**src/rtl/irq_route_pkg.sv**
```systemverilog
// Shared definitions for the steering fabric: register addresses.
package irq_route_pkg;
    localparam int CFG_AW = 2;

    typedef enum logic [CFG_AW-1:0] {
        ADDR_DMA_SEL = 2'd0,
        ADDR_DSC_EN  = 2'd1,
        ADDR_MON     = 2'd2,
        ADDR_RSVD    = 2'd3
    } cfg_addr_e;
endpackage

```
**src/rtl/irq_route_cfg.sv**
```systemverilog
// Select-word storage. Holds the classic DMA select word and the
// descriptor enable word. Assumes one write per cycle; writes to any
// other address leave both words untouched.
module irq_route_cfg
    import irq_route_pkg::*;
#(
    parameter int NCH = 32
) (
    input  logic              clk,
    input  logic              rst_n,
    input  logic              wr_en,
    input  logic [CFG_AW-1:0] addr,
    input  logic [NCH-1:0]    wdata,
    output logic [NCH-1:0]    dma_sel,
    output logic [NCH-1:0]    dsc_en
);
    logic wr_dma;
    logic wr_dsc;

    // Decode which word a write targets.
    always_comb begin
        wr_dma = wr_en && (cfg_addr_e'(addr) == ADDR_DMA_SEL);
        wr_dsc = wr_en && (cfg_addr_e'(addr) == ADDR_DSC_EN);
    end

    // Classic DMA select word, cleared by reset.
    always_ff @(posedge clk) begin
        if (!rst_n) begin
            dma_sel <= '0;
        end else if (wr_dma) begin
            dma_sel <= wdata;
        end
    end

    // Descriptor enable word, cleared by reset.
    always_ff @(posedge clk) begin
        if (!rst_n) begin
            dsc_en <= '0;
        end else if (wr_dsc) begin
            dsc_en <= wdata;
        end
    end
endmodule

```
**src/rtl/irq_route_lane.sv**
```systemverilog
// One channel of the steering fabric. The SPLIT parameter picks the
// channel kind at build time. Purely combinational; classic DMA select
// overrides the descriptor enable.
module irq_route_lane #(
    parameter bit SPLIT = 1'b0
) (
    input  logic irq,
    input  logic treq,
    input  logic done,
    input  logic dma_sel,
    input  logic dsc_en,
    output logic intc,
    output logic dmac,
    output logic dsc
);
    logic intc_native;
    logic dsc_native;

    generate
        if (SPLIT) begin : g_split
            // Split-line channel: interrupt always merged with completion.
            always_comb begin
                intc_native = irq | done;
                dsc_native  = dsc_en & treq;
            end
        end else begin : g_shared
            logic unused_treq;
            assign unused_treq = treq;
            // Shared-line channel: enable swaps interrupt for completion.
            always_comb begin
                intc_native = dsc_en ? done : irq;
                dsc_native  = dsc_en & irq;
            end
        end
    endgenerate

    // Classic DMA select silences the other two consumers.
    always_comb begin
        dmac = dma_sel & irq;
        intc = dma_sel ? 1'b0 : intc_native;
        dsc  = dma_sel ? 1'b0 : dsc_native;
    end
endmodule

```
**src/rtl/irq_route_rdmux.sv**
```systemverilog
// Read-back multiplexer: select words, monitor word, zero for the
// unused address. Combinational.
module irq_route_rdmux
    import irq_route_pkg::*;
#(
    parameter int NCH = 32
) (
    input  logic [CFG_AW-1:0] addr,
    input  logic [NCH-1:0]    dma_sel,
    input  logic [NCH-1:0]    dsc_en,
    input  logic [NCH-1:0]    mon,
    output logic [NCH-1:0]    rdata
);
    // Pick the word named by the address.
    always_comb begin
        unique case (cfg_addr_e'(addr))
            ADDR_DMA_SEL: rdata = dma_sel;
            ADDR_DSC_EN:  rdata = dsc_en;
            ADDR_MON:     rdata = mon;
            default:      rdata = '0;
        endcase
    end
endmodule

```
**src/rtl/irq_route_fabric.sv**
```systemverilog
// Top of the steering fabric. Stores two select words, instantiates one
// lane per channel with its kind taken from SPLIT_MASK, and exposes the
// interrupt-controller level as a read-only monitor word.
module irq_route_fabric
    import irq_route_pkg::*;
#(
    parameter int           NCH        = 32,
    parameter logic [NCH-1:0] SPLIT_MASK = 32'hFFFF_0000
) (
    input  logic              clk,
    input  logic              rst_n,
    input  logic              cfg_wr_en,
    input  logic [CFG_AW-1:0] cfg_addr,
    input  logic [NCH-1:0]    cfg_wdata,
    output logic [NCH-1:0]    cfg_rdata,
    input  logic [NCH-1:0]    per_irq,
    input  logic [NCH-1:0]    per_treq,
    input  logic [NCH-1:0]    dsc_done,
    output logic [NCH-1:0]    intc_irq,
    output logic [NCH-1:0]    dmac_req,
    output logic [NCH-1:0]    dsc_req
);
    logic [NCH-1:0] dma_sel_q;
    logic [NCH-1:0] dsc_en_q;

    irq_route_cfg #(.NCH(NCH)) u_cfg (
        .clk     (clk),
        .rst_n   (rst_n),
        .wr_en   (cfg_wr_en),
        .addr    (cfg_addr),
        .wdata   (cfg_wdata),
        .dma_sel (dma_sel_q),
        .dsc_en  (dsc_en_q)
    );

    generate
        for (genvar ch = 0; ch < NCH; ch++) begin : g_lane
            irq_route_lane #(.SPLIT(SPLIT_MASK[ch])) u_lane (
                .irq     (per_irq[ch]),
                .treq    (per_treq[ch]),
                .done    (dsc_done[ch]),
                .dma_sel (dma_sel_q[ch]),
                .dsc_en  (dsc_en_q[ch]),
                .intc    (intc_irq[ch]),
                .dmac    (dmac_req[ch]),
                .dsc     (dsc_req[ch])
            );
        end
    endgenerate

    irq_route_rdmux #(.NCH(NCH)) u_rdmux (
        .addr    (cfg_addr),
        .dma_sel (dma_sel_q),
        .dsc_en  (dsc_en_q),
        .mon     (intc_irq),
        .rdata   (cfg_rdata)
    );
endmodule

```
**config.mk**
```make
export PLATFORM = sky130hd
export DESIGN_NAME = irq_route_fabric
export DESIGN_NICKNAME = d
export VERILOG_FILES = /design/src/rtl/irq_route_pkg.sv /design/src/rtl/irq_route_cfg.sv /design/src/rtl/irq_route_lane.sv /design/src/rtl/irq_route_rdmux.sv /design/src/rtl/irq_route_fabric.sv
export SDC_FILE = /design/constraint.sdc
export NUM_CORES = 1
export LEC_CHECK = 0
export ABC_AREA = 1
export ABC_CLOCK_PERIOD_IN_PS = 1300
export BUFFER_PORTS_ARGS = -buffer_cell sky130_fd_sc_hd__clkbuf_2
export CAP_MARGIN = 10
export CORE_ASPECT_RATIO = 0.75
export CORE_MARGIN = 2
export CORE_UTILIZATION = 25
export DETAILED_ROUTE_END_ITERATION = 7
export HOLD_SLACK_MARGIN = 0.12
export PLACE_DENSITY = 0.55
export SYNTH_ARGS = -nofsm -noshare
export SYNTH_HDL_FRONTEND = slang
export SYNTH_SLANG_ARGS = --single-unit
```
**constraint.sdc**
```tcl
create_clock -name clk -period 1.3 [get_ports clk]
set_input_delay 0.325 -clock clk [delete_from_list [all_inputs] [get_ports clk]]
set_output_delay 0.325 -clock clk [all_outputs]
set_load 0.05 [all_outputs]
```
==> results.sh, run 1 <==
export IMPL_dieWidth_um=166.4
export IMPL_endpoint="cfg_rdata[16]"
export IMPL_layout_worst_path_cycle_share=1.226
export IMPL_finalCriticalPeriod_ns=1.594
export IMPL_arrival_ns=1.27
export IMPL_die_area_mm2=0.02094
export IMPL_cts_sinks=64
export IMPL_synth_cell_types=18
export IMPL_yosysTopAreaCell="dfxtp_1"
export IMPL_first_pass_iters=4
export IMPL_rows=44
export IMPL_dpl_hpwl_mm=11.54
export IMPL_hold_viol=0
export IMPL_syn_area_mm2=0.004946
export IMPL_cp_startpoint="cfg_addr[0]"
export IMPL_grt_max_degree=65
export IMPL_p_clk_frac=0.311
export IMPL_crit_family="buffers and inverters"
export IMPL_num_antenna_cells=0
export IMPL_report_final_setup_viol=123
export IMPL_route_detailed_drc=0
export IMPL_initial_core_util=0.2552
export IMPL_nets=1234
export IMPL_final_util=0.5451
export IMPL_drt_antenna_violating_nets=0
export IMPL_numPortBuffers=244
export IMPL_pre_cts_slack_ns=-0.4397
export IMPL_muxShareOfSynthArea=0
export IMPL_synth_flop_cell="dfxtp_1"
export IMPL_internal_power_uw=5377
export IMPL_grt_setup_unrepaired="true"
export IMPL_peakVddDrop_uv=571.7
export IMPL_slew_headroom=0.7778
export IMPL_cts_tree="done"
export IMPL_cpPeakStageDelay_ns=0.16
export IMPL_cap_violations=0
export IMPL_first_global_vias=5687
export IMPL_synth_adder_area_share=0
export IMPL_worstSkewPairLatency_ns=0.33
export IMPL_wl_per_cell_um=15.46
export IMPL_drive_above_1_share=0.6456
export IMPL_via_per_inst=4.458
export IMPL_reg2reg_slack_ns=0.34
export IMPL_crit_path_cell_trace="buf_12, nor2_4, buf_12, buf_12, nand2_1, nand3_4, clkbuf_16"
export IMPL_postPlaceCellArea_mm2=0.006743
export IMPL_fin_area_mm2=0.01056
export IMPL_numCtsBuffers=9
export IMPL_core_mm2=0.01938
export IMPL_synth_simple_area_share=0.4624
export IMPL_cp_depth=7
export IMPL_p_leak_uw=0.005326
export IMPL_yosysMostFrequentCell="nand2_1"
export IMPL_violations="setup timing"
export IMPL_synth_seq_cells=64
export IMPL_crit_required_ns=0.98
export IMPL_synth_area_leaders="dfxtp_1 (26%), nand2_1 (21%), buf_4 (15%), nor2_1 (14%), inv_1 (8.3%)"
export IMPL_worst_path_buf_inv=4
export IMPL_ys_seq_area_frac=0.2590
export IMPL_power_per_cell_area_mw_per_mm2=801.9
export IMPL_place_gp_congestion=0.7655
export IMPL_p_switching_uw=3093
export IMPL_h_tree_depth=3
export IMPL_io_pins=261
export IMPL_yosysWarningCount=0
export IMPL_grt_overflow=0
export IMPL_antenna_found_initial=0
export IMPL_syn_nets=1002
export IMPL_sequentialPowerShare=0.264
export IMPL_r2r_end="u_cfg.dsc_en[3]$_SDFFE_PN0P_"
export IMPL_fin_ws_ns=-0.2936
export IMPL_reg2reg_depth=6
export IMPL_whs_ns=0.2195
export IMPL_fin_skew_ns=0
export IMPL_slowest_stage="buf_12"
export IMPL_area_delta_synth_final_pct=113.6
export IMPL_finalSetupTns_ns=-15.49
export IMPL_synth_edff_count=0
export IMPL_synth_commonest_cells="nand2_1 (275), nor2_1 (178), inv_1 (110), buf_4 (96), dfxtp_1 (64)"
export IMPL_critical_path_class="primary input to primary output"
export IMPL_outcome="complete, but fails checks"
export IMPL_drt_iter0_markers=211
export IMPL_vias=6058
export IMPL_yosysTopAreaCellShare=0.2590
export IMPL_min_path_type="primary input to register"
export IMPL_cts_root_buffer="clkbuf_16"
export IMPL_cpMostUsedCell="buf_12"
export IMPL_synth_xor_area_frac=0
export IMPL_worstMarginPinSlew_ns=0.3332
export IMPL_slew_viol_final=0
export IMPL_grt_pass1_wl_mm=28.84
export IMPL_synth_top_family_by_area="simple AND/OR/NAND/NOR gates"
export IMPL_synth_compound_area_share=0.02024
export IMPL_endpoint_kind="primary output"
export IMPL_die_h_um=125.8
export IMPL_grt_use_total=0.1700
export IMPL_routed_wl_mm=21.02
export IMPL_max_freq_ghz=0.6275
export IMPL_switching_share=0.3652
export IMPL_syn_avg_cell_area_um2=5.692
export IMPL_path_clk_slew_ns=0.06
export IMPL_postSynthCellCount=869
export IMPL_pwr_share_comb=0.426
export IMPL_async_flop_share=0
export IMPL_cp_max_fo=12
export IMPL_clk_path_buf_depth=2
export IMPL_critPathLaunchType="primary input"
export IMPL_r2r_start="u_cfg.dsc_en[3]$_SDFFE_PN0P_"
[power by group through the flow]
stage | Combinational [uW] | Clock (uW) | Sequential [uW]
floorplan | 1750 | 0 | 2190
global placement | 2380 | 0 | 2220
detailed placement | 2390 | 0 | 2220
CTS | 3180 | 2720 | 2200
global route | 3790 | 2810 | 2250
finish | 3600 | 2630 | 2230
[sequential cells by signal, summed over array words and instances (netlist names)]
| register | flops |
|---|---|
| u_cfg.dsc_en | 32 |
| u_cfg.dma_sel | 32 |
[metrics by stage]
step | instances | total power (uW)
after floorplan | 869 | 3937
after global placement | 1285 | 4598
after detailed placement | 1285 | 4608
after CTS | 1330 | 8098
after global routing | 1359 | 8851
final | 1359 | 8471
[layout by cell type, fill, tap and decap left out, types with 2 or more instances in the layout]
cell / instances
inv_1: 55
nor2_4: 37
a21oi_2: 5
clkbuf_2: 114
and3_4: 6
o21ai_1: 6
nand2_1: 145
buf_12: 31
inv_4: 11
nand3b_1: 36
nor2_1: 141
nand3_4: 25
clkinvlp_4: 3
inv_2: 43
clkbuf_16: 47
nor3_4: 6
nand2_4: 51
buf_8: 77
a21oi_4: 8
buf_4: 51
dfxtp_4: 51
nand4_1: 7
dfxtp_2: 13
buf_6: 33
clkbuf_8: 2
nand3_2: 9
nand2_2: 78
bufinv_16: 2
[layer usage]
layer	global-route usage	vias up	share of wire
li1	-	2998	-
met2	0.3053	188	0.53
met1	0.2033	2838	0.40
met3	0.04588	34	0.049
met5	0	-	0
met4	0.03803	0	0.018
[worst min-delay path by stage]
stage / startpoint / end / cells after the start
4_1_cts: cfg_wdata[11] / u_cfg.dsc_en[11]$_SDFFE_PN0P_ / 3
6_report: cfg_wdata[16] / u_cfg.dsc_en[16]$_SDFFE_PN0P_ / 3
3_3_place_gp: u_cfg.dma_sel[25]$_SDFFE_PN0P_ / u_cfg.dma_sel[25]$_SDFFE_PN0P_ / 2
2_1_floorplan: cfg_wdata[0] / u_cfg.dsc_en[0]$_SDFFE_PN0P_ / 2
5_1_grt: cfg_wdata[22] / u_cfg.dsc_en[22]$_SDFFE_PN0P_ / 3
3_5_place_dp: u_cfg.dma_sel[25]$_SDFFE_PN0P_ / u_cfg.dma_sel[25]$_SDFFE_PN0P_ / 2
[what timing repair did]
| action | 4_1_cts | 5_1_grt |
|---|---|---|
| resized for setup | 514 | 342 |
| pin swaps | 39 | 42 |
| hold buffers | 0 | 0 |
| endpoints found under the setup margin | 128 | 128 |
| setup buffers | 26 | 27 |
| endpoints found under the hold margin | 0 | 0 |
| cloned | 3 | 4 |
[worst min-delay path: stages]
cell and delay, ns:
clkbuf_2 0.08, nor2_1 0.04, nor2_1 0.08
[kinds of logic after synthesis]
| logic type | Yosys count |
|---|---|
| compound gates | 20 |
| simple gates | 547 |
| buf+inv | 238 |
| flops | 64 |
[cell type report]
cell class | instances | area (um^2)
fill | 1626 | 8816
tap | 253 | 316.6
multi-input combinational | 567 | 3839
timing repair buffer | 348 | 4140
clock inverter | 7 | 96.34
inverter | 111 | 456.7
clock buffer | 9 | 225.2
sequential | 64 | 1489
(Power assumes the default switching activity.)
==> inputs of run 2 (changes only) <==
--- a/config.mk
+++ b/config.mk
@@ -15,6 +15,7 @@
 export DETAILED_ROUTE_END_ITERATION = 7
 export HOLD_SLACK_MARGIN = 0.12
 export PLACE_DENSITY = 0.55
+export SLEW_MARGIN = 5
 export SYNTH_ARGS = -nofsm -noshare
 export SYNTH_HDL_FRONTEND = slang
 export SYNTH_SLANG_ARGS = --single-unit
==> constraint.sdc (replaced) <==
create_clock -name clk -period 1.3 [get_ports clk]
set_input_delay 0.26 -clock clk [delete_from_list [all_inputs] [get_ports clk]]
set_output_delay 0.26 -clock clk [all_outputs]
set_load 0.05 [all_outputs]
==> results.sh, run 2 (synthesized netlist as in run 1, its figures left out) <==
export IMPL_routed_wl_mm=18.43
export IMPL_rows=44
export IMPL_critical_path_class="primary input to primary output"
export IMPL_place_gp_congestion=0.7771
export IMPL_grt_max_degree=39
export IMPL_whs_ns=0.1642
export IMPL_postPlaceCellArea_mm2=0.006337
export IMPL_h_tree_depth=3
export IMPL_power_per_cell_area_mw_per_mm2=841.9
export IMPL_die_area_mm2=0.02094
export IMPL_final_common_cell="nand2_1"
export IMPL_area_delta_synth_final_pct=85.99
export IMPL_violations="setup timing"
export IMPL_pre_cts_slack_ns=-0.3291
export IMPL_max_freq_ghz=0.6383
export IMPL_outcome="complete, but fails checks"
export IMPL_grt_overflow=0
export IMPL_drive_above_1_share=0.5630
export IMPL_dpl_hpwl_mm=11.66
export IMPL_vias=5809
export IMPL_reg2reg_slack_ns=0.38
export IMPL_crit_required_ns=1.04
export IMPL_antenna_found_initial=2
export IMPL_die_h_um=125.8
export IMPL_pwr_share_comb=0.402
export IMPL_cap_violations=0
export IMPL_arrival_ns=1.31
export IMPL_clk_path_buf_depth=2
export IMPL_numCtsBuffers=9
export IMPL_cts_root_buffer="clkbuf_16"
export IMPL_first_global_vias=5420
export IMPL_cts_tree="done"
export IMPL_first_pass_iters=4
export IMPL_peakVddDrop_uv=475.6
export IMPL_fin_area_mm2=0.009199
export IMPL_placed_cells=1273
export IMPL_dieWidth_um=166.4
export IMPL_final_cell_mix="nand2_1 (197), nor2_1 (146), clkbuf_2 (114), buf_8 (96), inv_1 (69)"
export IMPL_path_clk_slew_ns=0.06
export IMPL_p_total_uw=7744
export IMPL_finalNonFillerCells=1325
export IMPL_core_mm2=0.01938
export IMPL_layout_worst_path_cycle_share=1.205
export IMPL_cp_max_fo=8
export IMPL_fin_ws_ns=-0.2667
export IMPL_grt_pass1_wl_mm=27.14
export IMPL_route_detailed_drc=0
export IMPL_p_switching_uw=2839
export IMPL_nets=1200
export IMPL_report_final_setup_viol=68
export IMPL_min_path_type="primary input to register"
export IMPL_critPathLaunchType="primary input"
export IMPL_reg_top3="u_cfg.dma_sel (32), u_cfg.dsc_en (32)"
export IMPL_initial_core_util=0.2552
export IMPL_internal_power_uw=4906
export IMPL_slew_viol_final=0
export IMPL_worstSkewPairLatency_ns=0.33
export IMPL_grt_setup_unrepaired="true"
export IMPL_drt_antenna_violating_nets=0
export IMPL_endpoint_kind="primary output"
export IMPL_cts_sinks=64
export IMPL_fin_skew_ns=0
export IMPL_grt_use_total=0.1604
export IMPL_numPortBuffers=244
export IMPL_sequentialPowerShare=0.287
export IMPL_p_clk_frac=0.311
export IMPL_finalCriticalPeriod_ns=1.567
export IMPL_drt_iter0_markers=284
export IMPL_p_leak_uw=0.004674
export IMPL_via_per_inst=4.384
export IMPL_hold_viol=0
export IMPL_wl_per_cell_um=13.91
export IMPL_worstMarginPinSlew_ns=0.2559
export IMPL_switching_share=0.3665
export IMPL_io_pins=261
export IMPL_slew_headroom=0.8288
## run 2: changes by cell type in the layout (fill, tap and decap cells not counted), moves of 19 or more
cell,delta
nand2_2,-23
nand2_4,-28
buf_8,+19
nand3_2,+20
clkbuf_16,-30
nand2_1,+52
nand3_4,-25
## run 2: critical path, cell delays in order
cell,delay (ns)
buf_8,0.08
inv_4,0.03
buf_6,0.11
nor2_4,0.21
buf_12,0.14
clkbuf_16,0.14
nand3_1,0.10
nand3_2,0.11
buf_12,0.14
## run 2: repair_timing
action                     in CTS  in global routing
hold buffers                    0                  0
buffers inserted               18                 17
setup endpoints to repair     128                123
gates resized for setup       406                317
hold endpoints to repair        0                  0
pin swaps                      26                 33
cloned                          1                  1
## run 2: power groups by stage
stage | registers [uW] | logic (uW) | clock network [uW]
after floorplan | 2190 | 1670 | 0
after global placement | 2220 | 2220 | 0
after detailed placement | 2220 | 2230 | 0
after CTS | 2210 | 2760 | 2530
after global routing | 2240 | 3290 | 2610
final | 2220 | 3110 | 2410
## run 2: final timing paths
kind                            cells after the start                            from                             end
worst max register to register                      6   u_cfg.dsc_en[13]$_SDFFE_PN0P_   u_cfg.dsc_en[13]$_SDFFE_PN0P_
worst min register to register                      2  u_cfg.dma_sel[25]$_SDFFE_PN0P_  u_cfg.dma_sel[25]$_SDFFE_PN0P_
worst min-delay path                                3                    cfg_wdata[0]    u_cfg.dsc_en[0]$_SDFFE_PN0P_
worst max-delay path                                9                     cfg_addr[1]                   cfg_rdata[13]
## run 2: layer usage
metal  share of wire  vias up  global-route usage  wire (um)
met5         0.00071        -                   0         13
met4           0.013        2             0.03753        248
met3           0.065       20             0.04494       1196
met2            0.51      183              0.2805       9326
met1            0.41     2687              0.1963       7648
li1                -     2917                   -          -
## run 2: area by class of cell
type	instances	area, um^2
Fill cell	1811	10180
Timing Repair Buffer	314	3376
Multi-Input combinational cell	567	3306
Sequential cell	64	1464
Inverter	111	446.7
Tap cell	253	316.6
Clock buffer	11	242.7
Clock inverter	4	45.04
Antenna cell	1	2.502
## run 2: metrics by stage
step                      TNS, ns    util
after floorplan            -1.316       -
after global placement     -8.987  0.3270
after detailed placement   -9.731  0.3270
after CTS                  -9.062  0.4248
after global routing       -12.69  0.4747
final                      -8.624  0.4747
==> inputs of run 3 (changes only) <==
--- a/config.mk
+++ b/config.mk
@@ -13,8 +13,9 @@
 export CORE_MARGIN = 2
 export CORE_UTILIZATION = 25
 export DETAILED_ROUTE_END_ITERATION = 7
-export HOLD_SLACK_MARGIN = 0.12
+export HOLD_SLACK_MARGIN = 0.08
 export PLACE_DENSITY = 0.55
+export SKIP_CTS_REPAIR_TIMING = 1
 export SLEW_MARGIN = 5
 export SYNTH_ARGS = -nofsm -noshare
 export SYNTH_HDL_FRONTEND = slang
==> results.sh, run 3 (synthesized netlist as in run 1, its figures left out) <==
export IMPL_routed_wl_mm=18.40
export IMPL_grt_overflow=0
export IMPL_min_path_type="primary input to register"
export IMPL_via_per_inst=4.336
export IMPL_worstMarginPinSlew_ns=0.2540
export IMPL_crit_required_ns=1.04
export IMPL_cts_root_buffer="clkbuf_16"
export IMPL_die_area_mm2=0.02094
export IMPL_arrival_ns=1.28
export IMPL_io_pins=261
export IMPL_area_delta_synth_final_pct=74.35
export IMPL_p_leak_uw=0.004497
export IMPL_hold_path_depth=3
export IMPL_drt_antenna_violating_nets=0
export IMPL_numCtsBuffers=9
export IMPL_postPlaceCellArea_mm2=0.006337
export IMPL_cpMostUsedCell="buf_6"
export IMPL_h_tree_depth=3
export IMPL_power_per_cell_area_mw_per_mm2=878.2
export IMPL_wl_per_cell_um=13.90
export IMPL_first_global_vias=4819
export IMPL_reg2reg_slack_ns=0.51
export IMPL_cts_sinks=64
export IMPL_cpPeakStageDelay_ns=0.17
export IMPL_finalCriticalPeriod_ns=1.538
export IMPL_cp_max_fo=6
export IMPL_p_total_uw=7573
export IMPL_fin_area_mm2=0.008623
export IMPL_layout_worst_path_cycle_share=1.183
export IMPL_r2r_end="u_cfg.dsc_en[14]$_SDFFE_PN0P_"
export IMPL_outcome="complete, but fails checks"
export IMPL_hold_viol=0
export IMPL_pwr_share_comb=0.388
export IMPL_dpl_hpwl_mm=11.66
export IMPL_max_freq_ghz=0.6501
export IMPL_route_detailed_drc=0
export IMPL_peakVddDrop_uv=506.9
export IMPL_critical_path_class="primary input to primary output"
export IMPL_cts_tree="done"
export IMPL_internal_power_uw=4779
export IMPL_reg2reg_depth=5
export IMPL_clk_path_buf_depth=2
export IMPL_path_clk_slew_ns=0.06
export IMPL_slew_headroom=0.8300
export IMPL_switching_share=0.3689
export IMPL_vias=5737
export IMPL_worstHoldEndpoint="u_cfg.dsc_en[0]$_SDFFE_PN0P_"
export IMPL_crit_path_cell_trace="buf_8, buf_6, nor2_4, buf_6, buf_8, buf_6, nand2_2, nand3_2, buf_6"
export IMPL_place_gp_congestion=0.7771
export IMPL_grt_setup_unrepaired="true"
export IMPL_endpoint_kind="primary output"
export IMPL_core_mm2=0.01938
export IMPL_drive_above_1_share=0.5327
export IMPL_rows=44
export IMPL_critPathLaunchType="primary input"
export IMPL_slowest_stage="nor2_4"
export IMPL_grt_max_degree=39
export IMPL_p_clk_frac=0.322
export IMPL_initial_core_util=0.2552
export IMPL_worstSkewPairLatency_ns=0.33
export IMPL_grt_pass1_wl_mm=24.50
export IMPL_sequentialPowerShare=0.291
export IMPL_report_final_setup_viol=59
export IMPL_numPortBuffers=244
export IMPL_p_switching_uw=2793
export IMPL_reg_top3="u_cfg.dma_sel (32), u_cfg.dsc_en (32)"
export IMPL_fillers=1932
export IMPL_num_antenna_cells=0
export IMPL_fin_skew_ns=0
export IMPL_dieWidth_um=166.4
export IMPL_drt_iter0_markers=242
export IMPL_cap_violations=0
export IMPL_die_h_um=125.8
export IMPL_fin_ws_ns=-0.2383
export IMPL_grt_use_total=0.1451
export IMPL_nets=1199
export IMPL_first_pass_iters=4
export IMPL_antenna_found_initial=1
export IMPL_r2r_start="u_cfg.dsc_en[14]$_SDFFE_PN0P_"
export IMPL_violations="setup timing"
export IMPL_final_common_cell="nand2_1"
export IMPL_final_cell_mix="nand2_1 (215), nor2_1 (146), clkbuf_2 (114), buf_6 (107), inv_1 (87)"
export IMPL_slew_viol_final=0
export IMPL_min_from="cfg_wdata[0]"
run 3: cell types whose count changed in the layout (fill, tap and decap cells not counted), sizes merged:
cell / change
buf: +17
clkbuf: -18
diode: -1
run 3: area by class of cell:
| cell class | instances | area (um^2) | share of cell area |
|---|---|---|---|
| multi-input combinational | 567 | 3102 | 0.3597 |
| timing repair buffer | 313 | 3027 | 0.3510 |
| sequential | 64 | 1451 | 0.1683 |
| inverter | 111 | 439.2 | 0.05093 |
| tap | 253 | 316.6 | 0.03671 |
| clock buffer | 11 | 242.7 | 0.02815 |
| clock inverter | 4 | 45.04 | 0.005223 |
run 3: metal layers:
| layer | vias to the layer above | wire length (um) | global-route usage |
|---|---|---|---|
| met5 | - | 13 | 0 |
| met4 | 2 | 246 | 0.03398 |
| met3 | 20 | 984 | 0.04180 |
| met2 | 171 | 8963 | 0.2333 |
| met1 | 2627 | 8188 | 0.1929 |
| li1 | 2917 | - | - |
run 3: worst max-delay path, delay by kind of cell:
family,cells,cell delay [ns]
AND/OR/NAND/NOR,3,0.28
buffers and inverters,6,0.74
run 3: worst max-delay path by stage:
| stage | endpoint | cells after the start | slack (ns) | from |
|---|---|---|---|---|
| floorplan | cfg_rdata[0] | 4 | -0.06 | cfg_addr[0] |
| global placement | cfg_rdata[9] | 7 | -0.31 | cfg_addr[0] |
| detailed placement | cfg_rdata[9] | 7 | -0.33 | cfg_addr[0] |
| CTS | cfg_rdata[9] | 7 | -0.33 | cfg_addr[0] |
| global route | cfg_rdata[1] | 10 | -0.31 | cfg_addr[1] |
| finish | cfg_rdata[10] | 9 | -0.24 | cfg_addr[1] |
run 3: metrics by stage:
| stage | worst slack (ns) | TNS [ns] | hold slack (ns) | util | std cells |
|---|---|---|---|---|---|
| floorplan | -0.06442 | -1.316 | 0.3949 | - | 869 |
| detailed placement | -0.3291 | -9.731 | 0.5053 | 0.3270 | 1273 |
| global placement | -0.3134 | -8.987 | 0.4977 | 0.3270 | 1273 |
| finish | -0.2383 | -7.677 | 0.1564 | 0.4450 | 1323 |
| global route | -0.3105 | -11.53 | 0.1512 | 0.4450 | 1323 |
| CTS | -0.3299 | -22.33 | 0.1460 | 0.3419 | 1288 |
run 3: power groups by stage:
stage          Clock, uW  Combinational, uW  Sequential (uW)
2_1_floorplan          0               1670             2190
3_3_place_gp           0               2220             2220
3_5_place_dp           0               2230             2220
4_1_cts             2530               2230             2180
5_1_grt             2600               3110             2220
6_report            2440               2930             2200
